**src/rtl/brp_pkg.sv**
```systemverilog
package brp_pkg;

    localparam int XLEN     = 32;
    localparam int DISP_W   = 14;
    localparam int IDX_W    = 5;
    localparam int OPC_W    = 6;
    localparam int OPT_W    = 5;
    localparam logic [OPC_W-1:0] BRANCH_OPC = OPC_W'(16);
    localparam int INSN_BYTES = 4;

    typedef enum logic [1:0] {
        MODE_STRICT = 2'b00,
        MODE_HINTED = 2'b01,
        MODE_LOOSE  = 2'b10,
        MODE_LOOSE2 = 2'b11
    } mode_e;

    // option field, most significant bit first (o0..o4)
    typedef struct packed {
        logic skip_cond;   // o0
        logic want_set;    // o1
        logic skip_ctr;    // o2
        logic on_zero;     // o3
        logic low;         // o4
    } opt_t;

    typedef struct packed {
        logic              opc_ok;
        opt_t              opt;
        logic [IDX_W-1:0]  bit_idx;
        logic [DISP_W-1:0] disp;
        logic              absolute;
        logic              link;
    } fields_t;

    typedef struct packed {
        logic            dec_en;
        logic [XLEN-1:0] dec_val;
        logic            ctr_ok;
        logic            cond_ok;
    } test_t;

    typedef struct packed {
        logic            resolved;
        logic            taken;
        logic            invalid;
        logic [1:0]      hint;
        logic [XLEN-1:0] target;
        logic            ctr_we;
        logic [XLEN-1:0] ctr;
        logic            lr_we;
        logic [XLEN-1:0] lr;
    } result_t;

    function automatic logic [XLEN-1:0] sext_disp(input logic [DISP_W-1:0] d);
        logic [DISP_W+1:0] w;
        w = {d, 2'b00};
        return {{(XLEN-DISP_W-2){w[DISP_W+1]}}, w};
    endfunction

    // index 0 names the most significant register bit
    function automatic logic cr_pick(input logic [XLEN-1:0] cr,
                                     input logic [IDX_W-1:0] idx);
        logic [IDX_W-1:0] pos;
        pos = IDX_W'(XLEN - 1) - idx;
        return cr[pos];
    endfunction

    function automatic logic strict_bad(input opt_t o);
        logic bad;
        unique case ({o.skip_cond, o.skip_ctr})
            2'b00:   bad = 1'b0;
            2'b01:   bad = o.on_zero;
            2'b10:   bad = o.want_set;
            default: bad = o.want_set | o.on_zero | o.low;
        endcase
        return bad;
    endfunction

    function automatic logic [1:0] hint_of(input opt_t o);
        logic [1:0] raw;
        unique case ({o.skip_cond, o.skip_ctr})
            2'b01:   raw = {o.on_zero, o.low};
            2'b10:   raw = {o.want_set, o.low};
            default: raw = 2'b00;
        endcase
        return (raw == 2'b01) ? 2'b00 : raw;
    endfunction

endpackage

```
**src/rtl/brp_decode.sv**
```systemverilog
module brp_decode
    import brp_pkg::*;
(
    input  logic [XLEN-1:0] insn,
    output fields_t         f
);
    localparam int OPC_LO  = XLEN - OPC_W;
    localparam int OPT_LO  = OPC_LO - OPT_W;
    localparam int IDX_LO  = OPT_LO - IDX_W;
    localparam int DISP_LO = IDX_LO - DISP_W;

    always_comb begin
        f.opc_ok   = (insn[XLEN-1:OPC_LO] == BRANCH_OPC);
        f.opt      = opt_t'(insn[OPC_LO-1:OPT_LO]);
        f.bit_idx  = insn[OPT_LO-1:IDX_LO];
        f.disp     = insn[IDX_LO-1:DISP_LO];
        f.absolute = insn[1];
        f.link     = insn[0];
    end
endmodule

```
**src/rtl/brp_test.sv**
```systemverilog
module brp_test
    import brp_pkg::*;
(
    input  fields_t         f,
    input  logic [XLEN-1:0] cr,
    input  logic [XLEN-1:0] ctr,
    output test_t           t
);
    logic dec_is_zero;

    // compare the input against one instead of the decremented value
    assign dec_is_zero = (ctr == XLEN'(1));

    always_comb begin
        t.dec_en  = ~f.opt.skip_ctr;
        t.dec_val = ctr - XLEN'(1);
        if (f.opt.skip_ctr)
            t.ctr_ok = 1'b1;
        else
            t.ctr_ok = f.opt.on_zero ? dec_is_zero : ~dec_is_zero;
        if (f.opt.skip_cond)
            t.cond_ok = 1'b1;
        else
            t.cond_ok = (cr_pick(cr, f.bit_idx) == f.opt.want_set);
    end
endmodule

```
**src/rtl/brp_form.sv**
```systemverilog
module brp_form
    import brp_pkg::*;
(
    input  opt_t       opt,
    input  mode_e      mode,
    output logic       bad,
    output logic [1:0] hint
);
    always_comb begin
        bad  = 1'b0;
        hint = 2'b00;
        unique case (mode)
            MODE_STRICT: bad  = strict_bad(opt);
            MODE_HINTED: hint = hint_of(opt);
            default: ;
        endcase
    end
endmodule

```
**src/rtl/brp_target.sv**
```systemverilog
module brp_target
    import brp_pkg::*;
(
    input  fields_t         f,
    input  logic [XLEN-1:0] pc,
    output logic [XLEN-1:0] target,
    output logic [XLEN-1:0] ret_addr
);
    logic [XLEN-1:0] offs;
    logic [XLEN-1:0] base;

    assign offs     = sext_disp(f.disp);
    assign base     = f.absolute ? '0 : pc;
    assign target   = base + offs;
    assign ret_addr = pc + XLEN'(INSN_BYTES);
endmodule

```
**src/rtl/branch_resolve_unit.sv**
```systemverilog
module branch_resolve_unit
    import brp_pkg::*;
(
    input  logic        clk,
    input  logic        rst,
    input  logic        valid_i,
    input  logic [31:0] insn_i,
    input  logic [31:0] pc_i,
    input  logic [31:0] cr_i,
    input  logic [31:0] ctr_i,
    input  logic [1:0]  mode_i,
    output logic        resolved_o,
    output logic        taken_o,
    output logic [31:0] target_o,
    output logic        ctr_we_o,
    output logic [31:0] ctr_o,
    output logic        lr_we_o,
    output logic [31:0] lr_o,
    output logic        invalid_o,
    output logic [1:0]  hint_o
);
    fields_t         fld;
    test_t           tst;
    logic            bad;
    logic [1:0]      hint;
    logic [XLEN-1:0] target;
    logic [XLEN-1:0] ret_addr;
    logic            accept;
    logic            live;
    result_t         res_d;
    result_t         res_q;

    brp_decode u_dec (.insn(insn_i), .f(fld));

    brp_test u_tst (.f(fld), .cr(cr_i), .ctr(ctr_i), .t(tst));

    brp_form u_form (
        .opt  (fld.opt),
        .mode (mode_e'(mode_i)),
        .bad  (bad),
        .hint (hint)
    );

    brp_target u_tgt (
        .f        (fld),
        .pc       (pc_i),
        .target   (target),
        .ret_addr (ret_addr)
    );

    assign accept = valid_i & fld.opc_ok;
    assign live   = accept & ~bad;

    always_comb begin
        res_d.resolved = accept;
        res_d.invalid  = accept & bad;
        res_d.taken    = live & tst.ctr_ok & tst.cond_ok;
        res_d.hint     = accept ? hint : 2'b00;
        res_d.target   = target;
        res_d.ctr_we   = live & tst.dec_en;
        res_d.ctr      = tst.dec_val;
        res_d.lr_we    = live & fld.link;
        res_d.lr       = ret_addr;
    end

    always_ff @(posedge clk) begin
        if (rst) res_q <= '0;
        else     res_q <= res_d;
    end

    assign resolved_o = res_q.resolved;
    assign taken_o    = res_q.taken;
    assign target_o   = res_q.target;
    assign ctr_we_o   = res_q.ctr_we;
    assign ctr_o      = res_q.ctr;
    assign lr_we_o    = res_q.lr_we;
    assign lr_o       = res_q.lr;
    assign invalid_o  = res_q.invalid;
    assign hint_o     = res_q.hint;
endmodule

```
**config.mk**
```make
export PLATFORM = sky130hd
export DESIGN_NAME = branch_resolve_unit
export DESIGN_NICKNAME = d
export VERILOG_FILES = /design/src/rtl/brp_pkg.sv /design/src/rtl/brp_decode.sv /design/src/rtl/brp_test.sv /design/src/rtl/brp_form.sv /design/src/rtl/brp_target.sv /design/src/rtl/branch_resolve_unit.sv
export SDC_FILE = /design/constraint.sdc
export NUM_CORES = 1
export LEC_CHECK = 0
export BUFFER_PORTS_ARGS = -buffer_cell sky130_fd_sc_hd__buf_4
export CAP_MARGIN = 40
export CORE_ASPECT_RATIO = 0.7
export CORE_MARGIN = 10
export CORE_UTILIZATION = 53
export DETAILED_ROUTE_END_ITERATION = 6
export GPL_TIMING_DRIVEN = 0
export PLACE_DENSITY = 0.87
export SETUP_SLACK_MARGIN = 0.5
export SYNTH_ARGS = -nofsm -noshare
export SYNTH_HDL_FRONTEND = slang
export SYNTH_SLANG_ARGS = --single-unit
```
**constraint.sdc**
```tcl
create_clock -name clk -period 6.6 [get_ports clk]
set_clock_uncertainty 0.05 [all_clocks]
set_input_delay 0.66 -clock clk [delete_from_list [all_inputs] [get_ports clk]]
set_output_delay 0.66 -clock clk [all_outputs]
set_load 0.01 [all_outputs]
```
After elaboration in Yosys (flattened, before gate mapping)
Cells that the tools add are included.

operators by class
  $lt $le $gt $ge = 1
  $add $sub $neg = 4
  multiplexer cells = 10
  eq/ne operators = 7
  bitwise gates (word level) = 14
  reduce and logical (&&, ||, !) cells = 3

operators by type and width
  kind                                                                          count
  32-bit by 3-bit adder with 32-bit output, second input constant               1
  32-bit adder                                                                  1
  32-bit by 1-bit == test with 1-bit output, second input constant              1
  32-bit 2-to-1 mux                                                             1
  32-bit by 1-bit subtractor with 32-bit output, second input constant          1
  1-bit AND                                                                     7
  2-bit by 1-bit == test with 1-bit output, second input constant               3
  6-bit by 5-bit == test with 1-bit output, second input constant               1
  5-bit by 6-bit less-than comparator with 1-bit output, second input constant  1
  1-bit binary-select mux with 5-bit select                                     1
  1-bit 2-to-1 mux                                                              5
  1-bit inverter                                                                5
  5-bit subtractor, first input constant                                        1
  2-bit zero test                                                               2
  2-bit one-hot mux with 2 select lines                                         1
  4-bit OR reduction                                                            1
  1-bit one-hot mux with 3 select lines                                         1
  2-bit == test, second input constant                                          1
  2-bit 2-to-1 mux                                                              1
  1-bit bitwise OR                                                              2
  1-bit == test                                                                 1

word-level totals
  word-level logic and storage cells = 48
  output and inout bits = 103
  register bits = 103

Depth between registers and ports, before layout
  word-level depth = 8
  depth in mapped cells = 11
  mapped depth without buffers = 10

Hierarchy
Synthesis repeated with hierarchy kept, for this count alone.

second synthesis, totals
  cells, all modules = 775
  area total of the unflattened synthesis = 6,581.3 um^2

by module, submodules not included
  module               cells an instance  times used  area each (um^2)
  branch_resolve_unit  218                1           2,791.4
  brp_target           379                1           2,473.6
  brp_test             138                1           1,001.0
  brp_decode           28                 1           215.2
  brp_form             12                 1           100.1

Worst setup path after synthesis
No wires, ideal clock.

  path kind = input port to flip-flop
  from = input port insn_i[1]
  to = register res_q, in the netlist target_o[27]
  arrival = 2.800 ns
  buffers on the path = 1
  cell stages on the path = 10
  setup slack = 3.629 ns
  library setup time = 0.121 ns
  path through = clkbuf_1 -> nor2_1 -> ha_1 -> a21o_1 -> a31o_2 -> o211ai_1 -> a21oi_1 -> a31o_2 -> a31oi_1 -> mux2_2

between the ends
  cells in the longest elaborated chain, start to end = 2

RTL lines
  item                  line                       source
  start, declared       branch_resolve_unit.sv:7   input logic [31:0] insn_i,
  32-bit 2-to-1 mux     brp_target.sv:13           assign base = f.absolute ? '0 : pc;
  32-bit adder          brp_target.sv:14           assign target = base + offs;
  end signal, assigned  branch_resolve_unit.sv:68  else res_q <= res_d;
  end, declared         branch_resolve_unit.sv:31  result_t res_q;

Every way passes these cells.
A chain may end at the register's enable or synchronous reset.

Final worst setup path
Same ends and word-level chain as after synthesis.

==> insert_results.sql <==
INSERT INTO impl_metrics (metric_group, metric, value, unit) VALUES
('run_status', 'status', 'complete, no violations', ''),
('critical_path', 'start_kind', 'primary input', ''),
('floorplan', 'die_w', '146', 'µm'),
('place', 'dp_worst_setup_slack', '2.95', 'ns'),
('sta', 'finalSetupViolations', '0', ''),
('yosys', 'synthFlopType', 'sky130_fd_sc_hd__dfxtp_1', ''),
('clock_network', 'cts_hold_repair.buffers', '0', ''),
('clock_network', 'tritoncts_num_sinks', '103', ''),
('critical_path', 'timing.critical_path.arrival', '3.54', 'ns'),
('sta', 'setup_ws', '3.25', 'ns'),
('detailed_routing', 'dr_total_vias', '5985', ''),
('grt', 'first_global_vias', '5804', ''),
('detailed_routing', 'drt_iter0_markers', '369', ''),
('place', 'dp_cells', '1070', ''),
('critical_path', 'setup.worst_path.end_class', 'flip-flop', ''),
('floorplan', 'dieArea', '15700', 'µm²'),
('power', 'irDropWorstVdd', '0.000148', 'V'),
('yosys', 'synth_seq_area_share', '35.3', '%'),
('yosys', 'yosys_warnings', '0', ''),
('detailed_routing', 'first_pass_iters', '5', ''),
('sta', 'tightestPinTransition', '0.691', 'ns'),
('finish', 'layout-drive-gt1-share', '29.4', '%'),
('grt', 'initial_antenna_violation_count', '0', ''),
('yosys', 'async_reset_ff_share', '0', '%'),
('sta', 'rsz_0062_raised_after_global_routing', 'no', ''),
('finish', 'final_cell_count_no_fill', '1086', ''),
('detailed_routing', 'routed_via_density', '5.51', ''),
('yosys', 'mappedNetlistArea', '5850', 'µm²'),
('place', 'port_buffers', '233', ''),
('power', 'powerDensity', '201', 'nW/µm²'),
('yosys', 'synthCells', '689', ''),
('floorplan', 'fp.coreArea', '10600', 'µm²'),
('critical_path', 'critical_path.max_fanout', '10', ''),
('critical_path', 'cp.required', '6.79', 'ns'),
('detailed_routing', 'drc', '0', ''),
('critical_path', 'timing_worst_setup_path_type', 'in2reg', ''),
('detailed_routing', 'routedWlPerCell', '18.1', 'µm'),
('detailed_routing', 'final_antenna_net_count', '0', ''),
('place', 'detailed_place_hpwl', '16.4', 'mm'),
('finish', 'area_growth', '38.1', '%'),
('yosys', 'synth-seq-cells', '103', ''),
('sta', 'max_freq', '298', 'MHz'),
('floorplan', 'floorplan.die.height', '108', 'µm'),
('sta', 'finalCritPeriodShare', '50.8', '%'),
('power', 'p_leak', '3.56', 'nW'),
('hold_path', 'worst_hold_path_type', 'in2reg', ''),
('floorplan', 'floorplan.rows', '31', ''),
('yosys', 'synth.net_count', '858', ''),
('floorplan', 'top_level_ports', '236', ''),
('clock_network', 'postCtsResizedCells', '0', ''),
('grt', 'track_usage', '23.5', '%'),
('clock_network', 'h-tree-depth', '3', ''),
('sta', 'timing.final.hold_violations', '0', ''),
('clock_network', 'ctsLongestPathBuffers', '2', ''),
('grt', 'grt_start_max_net_pins', '21', ''),
('finish', 'fillerInstances', '788', ''),
('yosys', 'synth.avg_cell_area', '8.49', 'µm²'),
('clock_network', 'clkSlewWorstSetupHoldPaths', '0.07', 'ns'),
('yosys', 'count_of_cell_types_in_the_netlist', '63', ''),
('sta', 'post-route-min-period', '3.35', 'ns'),
('floorplan', 'floorplan.initialDensity', '55.4', '%'),
('yosys', 'post-synth-top-area-fraction', '35.3', '%'),
('yosys', 'post_synthesis_cell_type_with_the_largest_combined_area', 'sky130_fd_sc_hd__dfxtp_1', ''),
('run', 'drv.max_cap_violation_count', '0', ''),
('clock_network', 'cts_post_setup_buffers_inserted', '0', ''),
('grt', 'grt_pass1_wl', '29.8', 'mm'),
('grt', 'congestion_overflow_gr', '0', ''),
('clock_network', 'cts_tree', 'done', ''),
('sta', 'timing.max_slew.rel_slack', '54.0', '%'),
('sta', 'totalNegativeSetupSlack', '0', 'ns'),
('yosys', 'synth_enable_flop_cells', '0', ''),
('finish', 'final_net_count', '1102', ''),
('sta', 'finalMaxSlewViolations', '0', ''),
('detailed_routing', 'drt-total-wl', '19.7', 'mm'),
('yosys', 'synthTopCellsByArea', 'sky130_fd_sc_hd__dfxtp_1 (35%), sky130_fd_sc_hd__ha_1 (7.5%), sky130_fd_sc_hd__nor2_1 (6.6%)', ''),
('finish', 'diodes', '0', ''),
('clock_network', 'cts_buffers', '9', ''),
('place', 'gp_congestion', '0.927', ''),
('clock_network', 'cts_root_buffer', 'sky130_fd_sc_hd__clkbuf_16', '');
## report_power, final
| group | leakage, nW | internal, mW | switching, mW | total [mW] |
|---|---|---|---|---|
| combinational | 2.56 | 0.204 | 0.216 | 0.420 |
| clock | 0.142 | 0.267 | 0.258 | 0.526 |
| sequential | 0.856 | 0.667 | 0.0132 | 0.680 |
| total | 3.56 | 1.14 | 0.488 | 1.63 |
## final cells by class
type,instances,area (µm²),share of cell area [%]
multi-input cells,542,3610,44.7
flip-flops and latches,103,2060,25.5
repair buffers,233,1750,21.7
clock buffers,9,225,2.79
well taps,148,185,2.29
plain buffers,26,108,1.33
clock inverters,7,67.6,0.837
inverters,18,67.6,0.837
## logic make-up (layout without fill, tap and decap cells)
family                     after synthesis  after routing  share of synthesized area [%]
buffers and inverters                   44            293                           3.00
adders and majority gates               36             36                           7.83
and+or+nand+nor                        293            293                           26.1
xor gates and xnor gates                71             71                           10.6
AOI/OAI and AO/OA                      127            127                           13.5
muxes                                   15             15                           3.72
DFF                                    103            103                           35.3
## routing by layer
layer / global-route usage (%) / vias to the layer above / wire length (µm)
met5: 0 / - / 0
met4: 7.34 / 0 / 391
met3: 8.57 / 40 / 2030
met2: 39.5 / 313 / 9200
met1: 27.8 / 2726 / 8040
li1: - / 2906 / -
## cell usage in the layout, fill, tap and decap left out, drive strengths merged, types with 5 or more instances in the layout
master  count
nor2      104
mux4        5
and4        6
o211ai      6
or3        17
o31ai       5
clkbuf     28
o21ai      27
nand2      37
a21o        6
and3        6
buf       240
dfxtp     103
o21a        7
a21oi      48
inv        23
nand4      15
mux2i       6
nand2b      5
nor4        8
nor2b      39
nand3      25
nor3       15
xnor2      43
ha         35
xor2       28
## final timing paths
kind	endpoint	start	depth (start not counted)
min	lr_o[2]$_SDFF_PP0_	pc_i[2]	2
max	target_o[27]$_SDFF_PP0_	insn_i[1]	11
## metrics by stage
stage                     total power, mW  hold slack, ns  util, %  cell area, µm²
after floorplan                     0.906           0.682        -            5850
after global placement               1.10           0.809     73.8            7780
after detailed placement             1.11           0.812     73.8            7780
after CTS                            1.63           0.437     76.5            8070
after global routing                 1.70           0.444     76.5            8070
final                                1.63           0.447     76.5            8070
## state kept, by name (all words and copies together), names as in the netlist
register,flops
lr_o,32
hint_o,2
ctr_o,32
lr_we_o,1
invalid_o,1
ctr_we_o,1
target_o,32
resolved_o,1
taken_o,1
## cell usage after synthesis (all sizes together) (7+ instances only)
cell and n:
a21oi 48, buf 7, clkbuf 19, dfxtp 103, ha 35, inv 18, nand2 37, nand3 25
nand4 15, nor2 104, nor2b 39, nor3 15, nor4 8, o21a 7, o21ai 27, or3 17
xnor2 43, xor2 28
## critical path: stages
cell                       delay [ns]
sky130_fd_sc_hd__buf_4           0.13
sky130_fd_sc_hd__clkbuf_1        0.48
sky130_fd_sc_hd__nor2b_1         0.11
sky130_fd_sc_hd__ha_1            0.30
sky130_fd_sc_hd__clkbuf_1        0.27
sky130_fd_sc_hd__and4_1          0.30
sky130_fd_sc_hd__o211ai_1        0.11
sky130_fd_sc_hd__a21oi_1         0.48
sky130_fd_sc_hd__a31o_2          0.29
sky130_fd_sc_hd__a31oi_1         0.11
sky130_fd_sc_hd__mux2_2          0.31
Power figures use the tool's default switching activity.
